<file path="config.mk">
export PLATFORM = sky130hd
export DESIGN_NAME = nd_decoder
export DESIGN_NICKNAME = d
export VERILOG_FILES = /design/src/rtl/nd_pkg.sv /design/src/rtl/nd_lane.sv /design/src/rtl/nd_predict.sv /design/src/rtl/nd_decoder.sv
export SDC_FILE = /design/constraint.sdc
export NUM_CORES = 2
export LEC_CHECK = 0
export BUFFER_PORTS_ARGS = -buffer_cell sky130_fd_sc_hd__buf_2
export CAP_MARGIN = 20
export CORE_ASPECT_RATIO = 1.5
export CORE_MARGIN = 3
export CORE_UTILIZATION = 45
export CTS_BUF_LIST = sky130_fd_sc_hd__clkbuf_8 sky130_fd_sc_hd__clkbuf_16
export CTS_CLUSTER_SIZE = 12
export DETAILED_ROUTE_END_ITERATION = 6
export PLACE_DENSITY_LB_ADDON = 0.3
export SYNTH_ARGS = -nofsm -noshare
export SYNTH_HDL_FRONTEND = slang
export SYNTH_SLANG_ARGS = --single-unit
</file>
<file path="constraint.sdc">
create_clock -name clk -period 32.4 [get_ports clk]
set_input_delay 9.72 -clock clk [delete_from_list [all_inputs] [get_ports clk]]
set_output_delay 9.72 -clock clk [all_outputs]
set_load 0.02 [all_outputs]
</file>
<file path="src/rtl/nd_pkg.sv">
package nd_pkg;
  localparam int NFLD   = 4;
  localparam int F_OP   = 0;
  localparam int F_FLG  = 1;
  localparam int F_SRC1 = 2;
  localparam int F_SRC2 = 3;

  localparam int OP_JZ  = 1;
  localparam int OP_JNZ = 2;

  localparam int FLG_TGT_KNOWN  = 0;
  localparam int FLG_COND_KNOWN = 1;

  typedef struct packed {
    logic       hold;
    logic       inv;
    logic [1:0] fsel;
    logic [3:0] nib;
  } dbyte_t;
endpackage

</file>
<file path="src/rtl/nd_lane.sv">
module nd_lane
  import nd_pkg::*;
#(
  parameter int PC_W    = 32,
  parameter int OFF_W   = 4,
  parameter int FIELD_W = 32,
  parameter int SIZE_W  = 7,
  localparam int LINE_W = PC_W - OFF_W,
  localparam int DATA_W = 8 << OFF_W
) (
  input  logic                           en_i,
  input  logic                           gen_ok_i,
  input  logic [LINE_W-1:0]              line_i,
  input  logic [DATA_W-1:0]              data_i,
  input  logic [PC_W-1:0]                pc_i,
  input  logic [SIZE_W-1:0]              size_i,
  input  logic [NFLD-1:0][FIELD_W-1:0]   fld_i,
  output logic                           en_o,
  output logic                           done_o,
  output logic [PC_W-1:0]                pc_o,
  output logic [SIZE_W-1:0]              size_o,
  output logic [NFLD-1:0][FIELD_W-1:0]   fld_o
);
  logic               hit;
  dbyte_t             b;
  logic [FIELD_W-1:0] sel;

  always_comb begin
    hit    = en_i && gen_ok_i && (pc_i[PC_W-1:OFF_W] == line_i);
    b      = data_i[8*pc_i[OFF_W-1:0] +: 8];
    sel    = fld_i[b.fsel];
    if (b.inv) sel = ~sel;
    fld_o  = fld_i;
    pc_o   = pc_i;
    size_o = size_i;
    if (hit) begin
      fld_o[b.fsel] = {sel[FIELD_W-5:0], b.nib};
      pc_o          = pc_i + 1'b1;
      size_o        = size_i + 1'b1;
    end
    done_o = hit && !b.hold;
    en_o   = hit && b.hold;
  end
endmodule

</file>
<file path="src/rtl/nd_predict.sv">
module nd_predict
  import nd_pkg::*;
#(
  parameter int PC_W    = 32,
  parameter int FIELD_W = 32
) (
  input  logic [FIELD_W-1:0] op_i,
  input  logic [1:0]         flg_i,
  input  logic [PC_W-1:0]    src1_i,
  input  logic [FIELD_W-1:0] src2_i,
  input  logic [PC_W-1:0]    lin_pc_i,
  output logic               redirect_o,
  output logic               unpred_o,
  output logic [PC_W-1:0]    target_o
);
  logic is_jz, is_jnz, is_jmp, tgt_known, cond_known, taken;

  always_comb begin
    is_jz      = op_i == FIELD_W'(OP_JZ);
    is_jnz     = op_i == FIELD_W'(OP_JNZ);
    is_jmp     = is_jz || is_jnz;
    tgt_known  = flg_i[FLG_TGT_KNOWN];
    cond_known = flg_i[FLG_COND_KNOWN];
    taken      = is_jz ? (src2_i == '0) : (src2_i != '0);
    target_o   = src1_i;
    redirect_o = is_jmp && tgt_known &&
                 (cond_known ? taken : (src1_i < lin_pc_i));
    unpred_o   = is_jmp && !tgt_known && (!cond_known || taken);
  end
endmodule

</file>
<file path="src/rtl/nd_decoder.sv">
module nd_decoder
  import nd_pkg::*;
#(
  parameter int PC_W    = 32,
  parameter int OFF_W   = 4,
  parameter int FIELD_W = 32,
  parameter int GEN_W   = 8,
  parameter int LANES   = 4,
  parameter int MAX_LEN = 64,
  localparam int LINE_W = PC_W - OFF_W,
  localparam int DATA_W = 8 << OFF_W,
  localparam int SIZE_W = $clog2(MAX_LEN + LANES + 1)
) (
  input  logic               clk,
  input  logic               rst,
  input  logic               rs_valid,
  input  logic [GEN_W-1:0]   rs_gen,
  input  logic [PC_W-1:0]    rs_pc,
  input  logic [LINE_W-1:0]  rs_from_line,
  input  logic               bnd_valid,
  input  logic [GEN_W-1:0]   bnd_gen,
  input  logic [LINE_W-1:0]  bnd_line,
  input  logic [LINE_W-1:0]  bnd_next_line,
  input  logic [DATA_W-1:0]  bnd_data,
  output logic               bnd_pop,
  output logic               fr_valid,
  output logic [GEN_W-1:0]   fr_gen,
  output logic [LINE_W-1:0]  fr_new_line,
  output logic [LINE_W-1:0]  fr_prev_line,
  output logic               ins_valid,
  input  logic               ins_ready,
  output logic [SIZE_W-1:0]  ins_size,
  output logic [FIELD_W-1:0] ins_op,
  output logic [FIELD_W-1:0] ins_flags,
  output logic [FIELD_W-1:0] ins_src1,
  output logic [FIELD_W-1:0] ins_src2,
  output logic [GEN_W-1:0]   ins_gen,
  output logic [PC_W-1:0]    ins_lin_pc,
  output logic [PC_W-1:0]    ins_pred_pc,
  output logic               ins_pred_ok
);
  logic [PC_W-1:0]                  pc_q;
  logic [SIZE_W-1:0]                size_q;
  logic [NFLD-1:0][FIELD_W-1:0]     fld_q;
  logic [GEN_W-1:0]                 gup_q, gdn_q;

  logic [LANES:0]                   en;
  logic [LANES-1:0]                 done;
  logic [PC_W-1:0]                  pc_c   [LANES+1];
  logic [SIZE_W-1:0]                size_c [LANES+1];
  logic [NFLD-1:0][FIELD_W-1:0]     fld_c  [LANES+1];

  logic stalled, out_free, gen_match, go, done_any, redirect, unpred, lost;
  logic [PC_W-1:0]   target, pc_next;
  logic [LINE_W-1:0] line_next;

  always_comb begin
    stalled   = size_q >= SIZE_W'(MAX_LEN);
    out_free  = !ins_valid || ins_ready;
    gen_match = bnd_gen == gup_q;
    go        = !rs_valid && !stalled && bnd_valid;
    en[0]     = go && out_free;
    pc_c[0]   = pc_q;
    size_c[0] = size_q;
    fld_c[0]  = fld_q;
  end

  for (genvar i = 0; i < LANES; i++) begin : g_lane
    nd_lane #(
      .PC_W(PC_W), .OFF_W(OFF_W), .FIELD_W(FIELD_W), .SIZE_W(SIZE_W)
    ) lane_i (
      .en_i    (en[i]),
      .gen_ok_i(gen_match),
      .line_i  (bnd_line),
      .data_i  (bnd_data),
      .pc_i    (pc_c[i]),
      .size_i  (size_c[i]),
      .fld_i   (fld_c[i]),
      .en_o    (en[i+1]),
      .done_o  (done[i]),
      .pc_o    (pc_c[i+1]),
      .size_o  (size_c[i+1]),
      .fld_o   (fld_c[i+1])
    );
  end

  nd_predict #(.PC_W(PC_W), .FIELD_W(FIELD_W)) pred_i (
    .op_i      (fld_c[LANES][F_OP]),
    .flg_i     (fld_c[LANES][F_FLG][1:0]),
    .src1_i    (fld_c[LANES][F_SRC1][PC_W-1:0]),
    .src2_i    (fld_c[LANES][F_SRC2]),
    .lin_pc_i  (pc_c[LANES]),
    .redirect_o(redirect),
    .unpred_o  (unpred),
    .target_o  (target)
  );

  always_comb begin
    done_any  = |done;
    pc_next   = (done_any && redirect) ? target : pc_c[LANES];
    line_next = pc_next[PC_W-1:OFF_W];
    lost      = go && gen_match && (bnd_line != line_next) &&
                (bnd_next_line != line_next);
    bnd_pop   = go && (!gen_match || (bnd_line != line_next));
  end

  always_ff @(posedge clk) begin
    if (rst) begin
      pc_q         <= '0;
      size_q       <= '0;
      fld_q        <= '0;
      gup_q        <= '0;
      gdn_q        <= '0;
      fr_valid     <= 1'b0;
      fr_gen       <= '0;
      fr_new_line  <= '0;
      fr_prev_line <= '0;
      ins_valid    <= 1'b0;
      ins_size     <= '0;
      ins_op       <= '0;
      ins_flags    <= '0;
      ins_src1     <= '0;
      ins_src2     <= '0;
      ins_gen      <= '0;
      ins_lin_pc   <= '0;
      ins_pred_pc  <= '0;
      ins_pred_ok  <= 1'b0;
    end else begin
      fr_valid <= 1'b0;
      if (ins_valid && ins_ready) ins_valid <= 1'b0;
      if (rs_valid) begin
        gdn_q        <= rs_gen;
        pc_q         <= rs_pc;
        size_q       <= '0;
        fld_q        <= '0;
        gup_q        <= gup_q + 1'b1;
        fr_valid     <= 1'b1;
        fr_gen       <= gup_q + 1'b1;
        fr_new_line  <= rs_pc[PC_W-1:OFF_W];
        fr_prev_line <= rs_from_line;
      end else if (go) begin
        pc_q <= pc_next;
        if (done_any) begin
          ins_valid   <= 1'b1;
          ins_size    <= size_c[LANES];
          ins_op      <= fld_c[LANES][F_OP];
          ins_flags   <= fld_c[LANES][F_FLG];
          ins_src1    <= fld_c[LANES][F_SRC1];
          ins_src2    <= fld_c[LANES][F_SRC2];
          ins_gen     <= gdn_q;
          ins_lin_pc  <= pc_c[LANES];
          ins_pred_pc <= pc_next;
          ins_pred_ok <= !unpred;
          size_q      <= unpred ? SIZE_W'(MAX_LEN) : '0;
          fld_q       <= '0;
        end else begin
          size_q <= size_c[LANES];
          fld_q  <= fld_c[LANES];
        end
        if (lost) begin
          gup_q        <= gup_q + 1'b1;
          fr_valid     <= 1'b1;
          fr_gen       <= gup_q + 1'b1;
          fr_new_line  <= line_next;
          fr_prev_line <= bnd_line;
        end
      end
    end
  end

  AST_ONE_DONE: assert property (@(posedge clk) disable iff (rst)
    $onehot0(done));

  AST_RESTART_FWD: assert property (@(posedge clk) disable iff (rst)
    rs_valid |=> fr_valid && (fr_new_line == $past(rs_pc[PC_W-1:OFF_W]))
                 && (fr_prev_line == $past(rs_from_line)));

  AST_STALL_NO_POP: assert property (@(posedge clk) disable iff (rst)
    (stalled && !rs_valid) |-> !bnd_pop && !done_any);

  AST_STALL_PC: assert property (@(posedge clk) disable iff (rst)
    (stalled && !rs_valid) |=> $stable(pc_q));

  AST_HOLD_OUT: assert property (@(posedge clk) disable iff (rst)
    (ins_valid && !ins_ready && !rs_valid) |=> ins_valid && $stable(ins_op)
                                   && $stable(ins_lin_pc));
endmodule

</file>
# == After elaboration in Yosys (flattened, before gate mapping) ==
# Cells that the tools add are included.
# word_totals
regBits,449
inputBits,265
out_inout_bits,275
elab_cells,173
# op_classes
add_sub_neg,9
n_lt_le_gt_ge,10
eq_ne,9
n_shift,4
mux,60
bitwise,5
n_reduce_logical,55
# op_table
operator,count
$mux 128,5
$bwmux 128,4
$shiftx 128x8->8,4
$mux 28,14
$mux 32,11
$bmux 32 s2,4
$demux 32 s2,4
$add 32x1->32 const B,4
$eq 28x28->1,4
$not 28->28,4
$ne 28x28->1,2
$mux 7,6
$eq 32x1->1 const B,1
$eq 32x2->1 const B,1
$logic_and 1x1->1,32
$logic_not 32->1,1
$lt 32x32->1,1
$reduce_bool 32->1,1
$add 7x1->7 const B,4
$mux 8,3
$lt 2x3->1 const B,4
$logic_not 1->1,11
$mux 1,9
$add 8x1->8 const B,1
other kinds (10),17

# == Longest topological paths before layout ==
# logic_depth
depth_word,39
ltp_mapped,64
depth_no_buf,50

# == By module ==
# Synthesis repeated with hierarchy kept, for this count alone.
# hier_totals
hier_cells,4374
hier_area_um2,38399.3
# by_module_without_submodules
module,n_inst,cells_each,area_per_inst_um2,seq_area_each_um2
nd_decoder,1,2098,17713.2,8988.6
nd_lane at g_lane[1].lane_i ...,2,525,4868.4,0.0
nd_lane at g_lane[0].lane_i,1,526,4944.7,0.0
nd_lane at g_lane[3].lane_i,1,530,4765.8,0.0
nd_predict,1,170,1238.7,0.0

# == Worst setup path before layout ==
# No wires, ideal clock.
# synth_path
path_kind,in2out
startpoint,input bnd_line[3]
endpoint,output bnd_pop
t_arrival_ns,20.690
t_required_ns,22.680
slack_ns,1.990
stages,55
path_buffers,12
path_cell_list,clkbuf_1 -> xnor2_1 -> nand4b_1 -> nor3_2 -> and4_1 -> buf_2 -> buf_2 -> a21oi_1 -> nor2_4 -> inv_2 -> buf_2 -> buf_2 -> ha_1 -> mux2i_2 -> clkinv_1 -> buf_1 -> clkbuf_1 -> ha_1 -> [... 19 more ...] -> nor2b_1 -> o21ai_0 -> nand2b_1 -> a21oi_1 -> o21ai_0 -> a21o_1 -> a21oi_1 -> nor3b_1 -> o311ai_1 -> nand2_1 -> and2_1 -> buf_2 -> a21oi_1 -> o21ba_1 -> a2111o_1 -> or4b_4 -> nor2_1 -> a21oi_1
# synth_rtl
item,line_no,source
"start, declared",nd_decoder.sv:22,"input logic [LINE_W-1:0] bnd_line,"
"end, declared",nd_decoder.sv:25,"output logic bnd_pop,"

==> out/metrics.csv <==
stage,metric,value,unit
floorplanning,die footprint,95320,um2
synthesis,Synth area leaders,"dfxtp_1 (22%), mux2i_1 (13%), xnor2_1 (8.4%), nor2_1 (7.0%), a21oi_1 (4.1%)",
clock_tree,Clock Latency Late Sink,0.66,ns
routing,met2 routed WL,110500,um
synthesis,sequential element share of the synthesized area,0.2181,
placement,Port Buffers,539,
floorplanning,die width,253.1,um
timing,fin crit share,0.9852,
timing,Clock Skews,0.05359,ns
routing,met1 WL,80690,um
clock_tree,CTS tree,yes,
clock_tree,clock slew at reported path FFs,0.06,ns
min_path,Hold Path Class,flop to flop,
run_status,status,"complete, no violations",
grt,vias in the first global route,44850,
timing,fmax,31.33,MHz
synthesis,"Top FF cell, synth",dfxtp_1,
synthesis,syn_nets,5597,
setup_path,Critical Path Start Type,input pin,
synthesis,Syn Area/Cell,7.786,um2
clock_tree,Post-CTS Setup Inserts,0,
timing,post-route minimum period,31.92,ns
timing,RSZ-0062 raised after global routing,false,
routing,total number of vias,46862,
synthesis,Syn Std Cell Area,41210,um2
placement,Detail Placement HPWL,193000,um
layout,flip-flop and latch area,8995,um2
placement,placed cell area,45750,um2
synthesis,Yosys top cell by area,dfxtp_1,
timing,"Slew Viols, Final",0,
clock_tree,PostCTS Resize Cnt,0,
routing,Initial DRC Count,5495,
synthesis,Synth top area share,0.2181,
floorplanning,initial core utilization,0.4552,
routing,Detail Route Antenna Nets,0,
layout,"most common cell after layout, fill and taps aside",nor2_1,
synthesis,library cells used by synthesis,115,
job,Max Cap Violations,0,
clock_tree,total CTS buffers,49,
layout,share of layout cells above drive strength 1,0.2021,
routing,met3 routed WL,24570,um
layout,Fillers,8966,
grt,largest net degree at the start of global routing,174,
routing,mean routed wirelength per cell,35.99,um
routing,drt pass-1 iters,6,
placement,GP Congestion,1.128,
grt,first-pass GRT wire length,345700,um
synthesis,Yosys reg bits,449,
floorplanning,I/O pin count,540,
floorplanning,core area,90540,um2
clock_tree,"Hold-fix buffers, CTS",0,
layout,area delta synth->final,15.54,%
layout,area occupied by multi-input gates,30290,um2
timing,Slew @ Worst Pin,1.401,ns
power,worst vdd ir,40.59,uV
power,pwr/cell area,34.75,nW/um2
layout,Nets,6057,
floorplanning,row count,135,
clock_tree,Root Buffer,clkbuf_16,
layout,most frequent cells in the layout,"nor2_1 (759), mux2i_1 (540), buf_2 (539)",
grt,total gr overflow,0,
routing,total wire length,250700,um
clock_tree,htree depth,2,
timing,Setup Viol. Count Final,0,
setup_path,Worst path most repeated cell,a21oi_1,
synthesis,synth warn,0,
timing,final hold violation count,0,
setup_path,CP Capture Type,output pin,
setup_path,Worst EP arrival,22.20,ns
routing,Max Used Layer,met5,
clock_tree,CTS Sinks,449,
clock_tree,clk buf depth,3,
layout,Util after Layout,0.5260,
synthesis,post-synthesis cell count,5293,
routing,vias per cell,6.726,
grt,initial antenna violation count,33,
grt,GRT Total Usage,0.5135,
power,standby leakage power,19.04,nW
setup_path,critical path's slowest cell,nor3_1,
setup_path,crit-path max cell delay,0.69,ns
setup_path,CP Data Required Time,22.68,ns
routing,drt drc,0,
timing,setup TNS,0,ns
setup_path,CP max FO,20,
synthesis,ys async rst share,0,
layout,design area,47620,um2
setup_path,Worst Setup Path Type,input pin to output pin,
floorplanning,die height,376.6,um
timing,relative slew slack,0.05863,
synthesis,Post-synth EDFFs,0,
[cells by family (layout without fill, tap and decap cells)]
logic type,count (synthesis),count (layout),share of synthesized area
AND/OR/NAND/NOR,1916,1916,0.2209
AO/OA/AOI/OAI,1129,1129,0.1805
multiplexers,709,709,0.1978
XOR/XNOR,547,547,0.1182
buffers and inverters,504,989,0.05270
flip-flops,449,449,0.2181
adder cells (fa/ha/maj),39,39,0.01184
other,0,25,0
[stage by stage]
stage          total power [mW]  setup slack (ns)  cells  hold slack (ns)
2_1_floorplan            0.8659             1.990   5293           0.4357
3_3_place_gp              1.061             1.105   6840           0.4297
3_5_place_dp              1.062            0.9996   6843           0.4334
4_1_cts                   1.626            0.9401   6919           0.4515
5_1_grt                   1.682           0.06373   6943           0.4690
6_report                  1.655            0.4790   6967           0.4498
[critical path: cells and delay by family]
family,cells,cell delay (ns)
compound gates,13,1.98
xor+xnor,3,0.60
mux,5,1.11
simple gates,22,6.65
buf+inv,7,1.35
fa+ha+maj,2,0.72
[worst paths after layout]
check                       start          endpoint  slack (ns)  cells past startpoint
setup / recovery       bnd_gen[2]           bnd_pop        0.48                     52
hold / removal    fr_prev_line[7]   fr_prev_line[7]        0.45                      1
setup reg to reg          pc_q[1]  fr_prev_line[27]       18.04                     44
hold reg to reg   fr_prev_line[7]   fr_prev_line[7]        0.45                      1
[registers in the layout (all words and copies together), names as in the netlist]
| name | flops |
|---|---|
| fld_c | 128 |
| ins_flags | 32 |
| ins_lin_pc | 32 |
| ins_op | 32 |
| ins_pred_pc | 32 |
| ins_src1 | 32 |
| ins_src2 | 32 |
| pc_q | 32 |
| fr_new_line | 28 |
| fr_prev_line | 28 |
| gdn_q | 8 |
| gup_q | 8 |
| ins_gen | 8 |
| ins_size | 7 |
| size_q | 7 |
| fr_valid | 1 |
| ins_pred_ok | 1 |
| ins_valid | 1 |
[report_power, final]
group / switching [mW] / leakage, nW / internal, mW
logic: 0.338 / 14.6 / 0.171
clock network: 0.266 / 0.783 / 0.309
registers: 0.0109 / 3.64 / 0.560
total: 0.615 / 19.0 / 1.04
[per-layer routing]
| layer | vias to the layer above | global-route usage |
|---|---|---|
| li1 | 19918 | - |
| met1 | 22227 | 0.5178 |
| met2 | 3360 | 0.7914 |
| met3 | 1331 | 0.1650 |
| met4 | 26 | 0.5757 |
| met5 | - | 0 |
[synth_stat cells (46+ instances only)]
cell type and number:
a211oi_1 162, a21oi_1 337, buf_1 54, buf_2 110
clkbuf_1 209, dfxtp_1 449, inv_1 98, mux2_2 66
mux2i_1 544, mux4_2 67, nand2_1 433, nand3_1 137
nand4_1 69, nor2_1 765, nor3_1 126, nor4_1 49
o211ai_1 46, o21ai_0 196, xnor2_1 396, xor2_1 145
[cell type report]
type                            count  area share
Antenna cell                       25    0.001314
Inverter                          102    0.008040
Tap cell                         1164     0.03058
Clock inverter                     23    0.005229
Multi-Input combinational cell   4340      0.6362
Timing Repair Buffer              811      0.1029
Sequential cell                   449      0.1889
Clock buffer                       53     0.02691
Power figures use the tool's default switching activity.
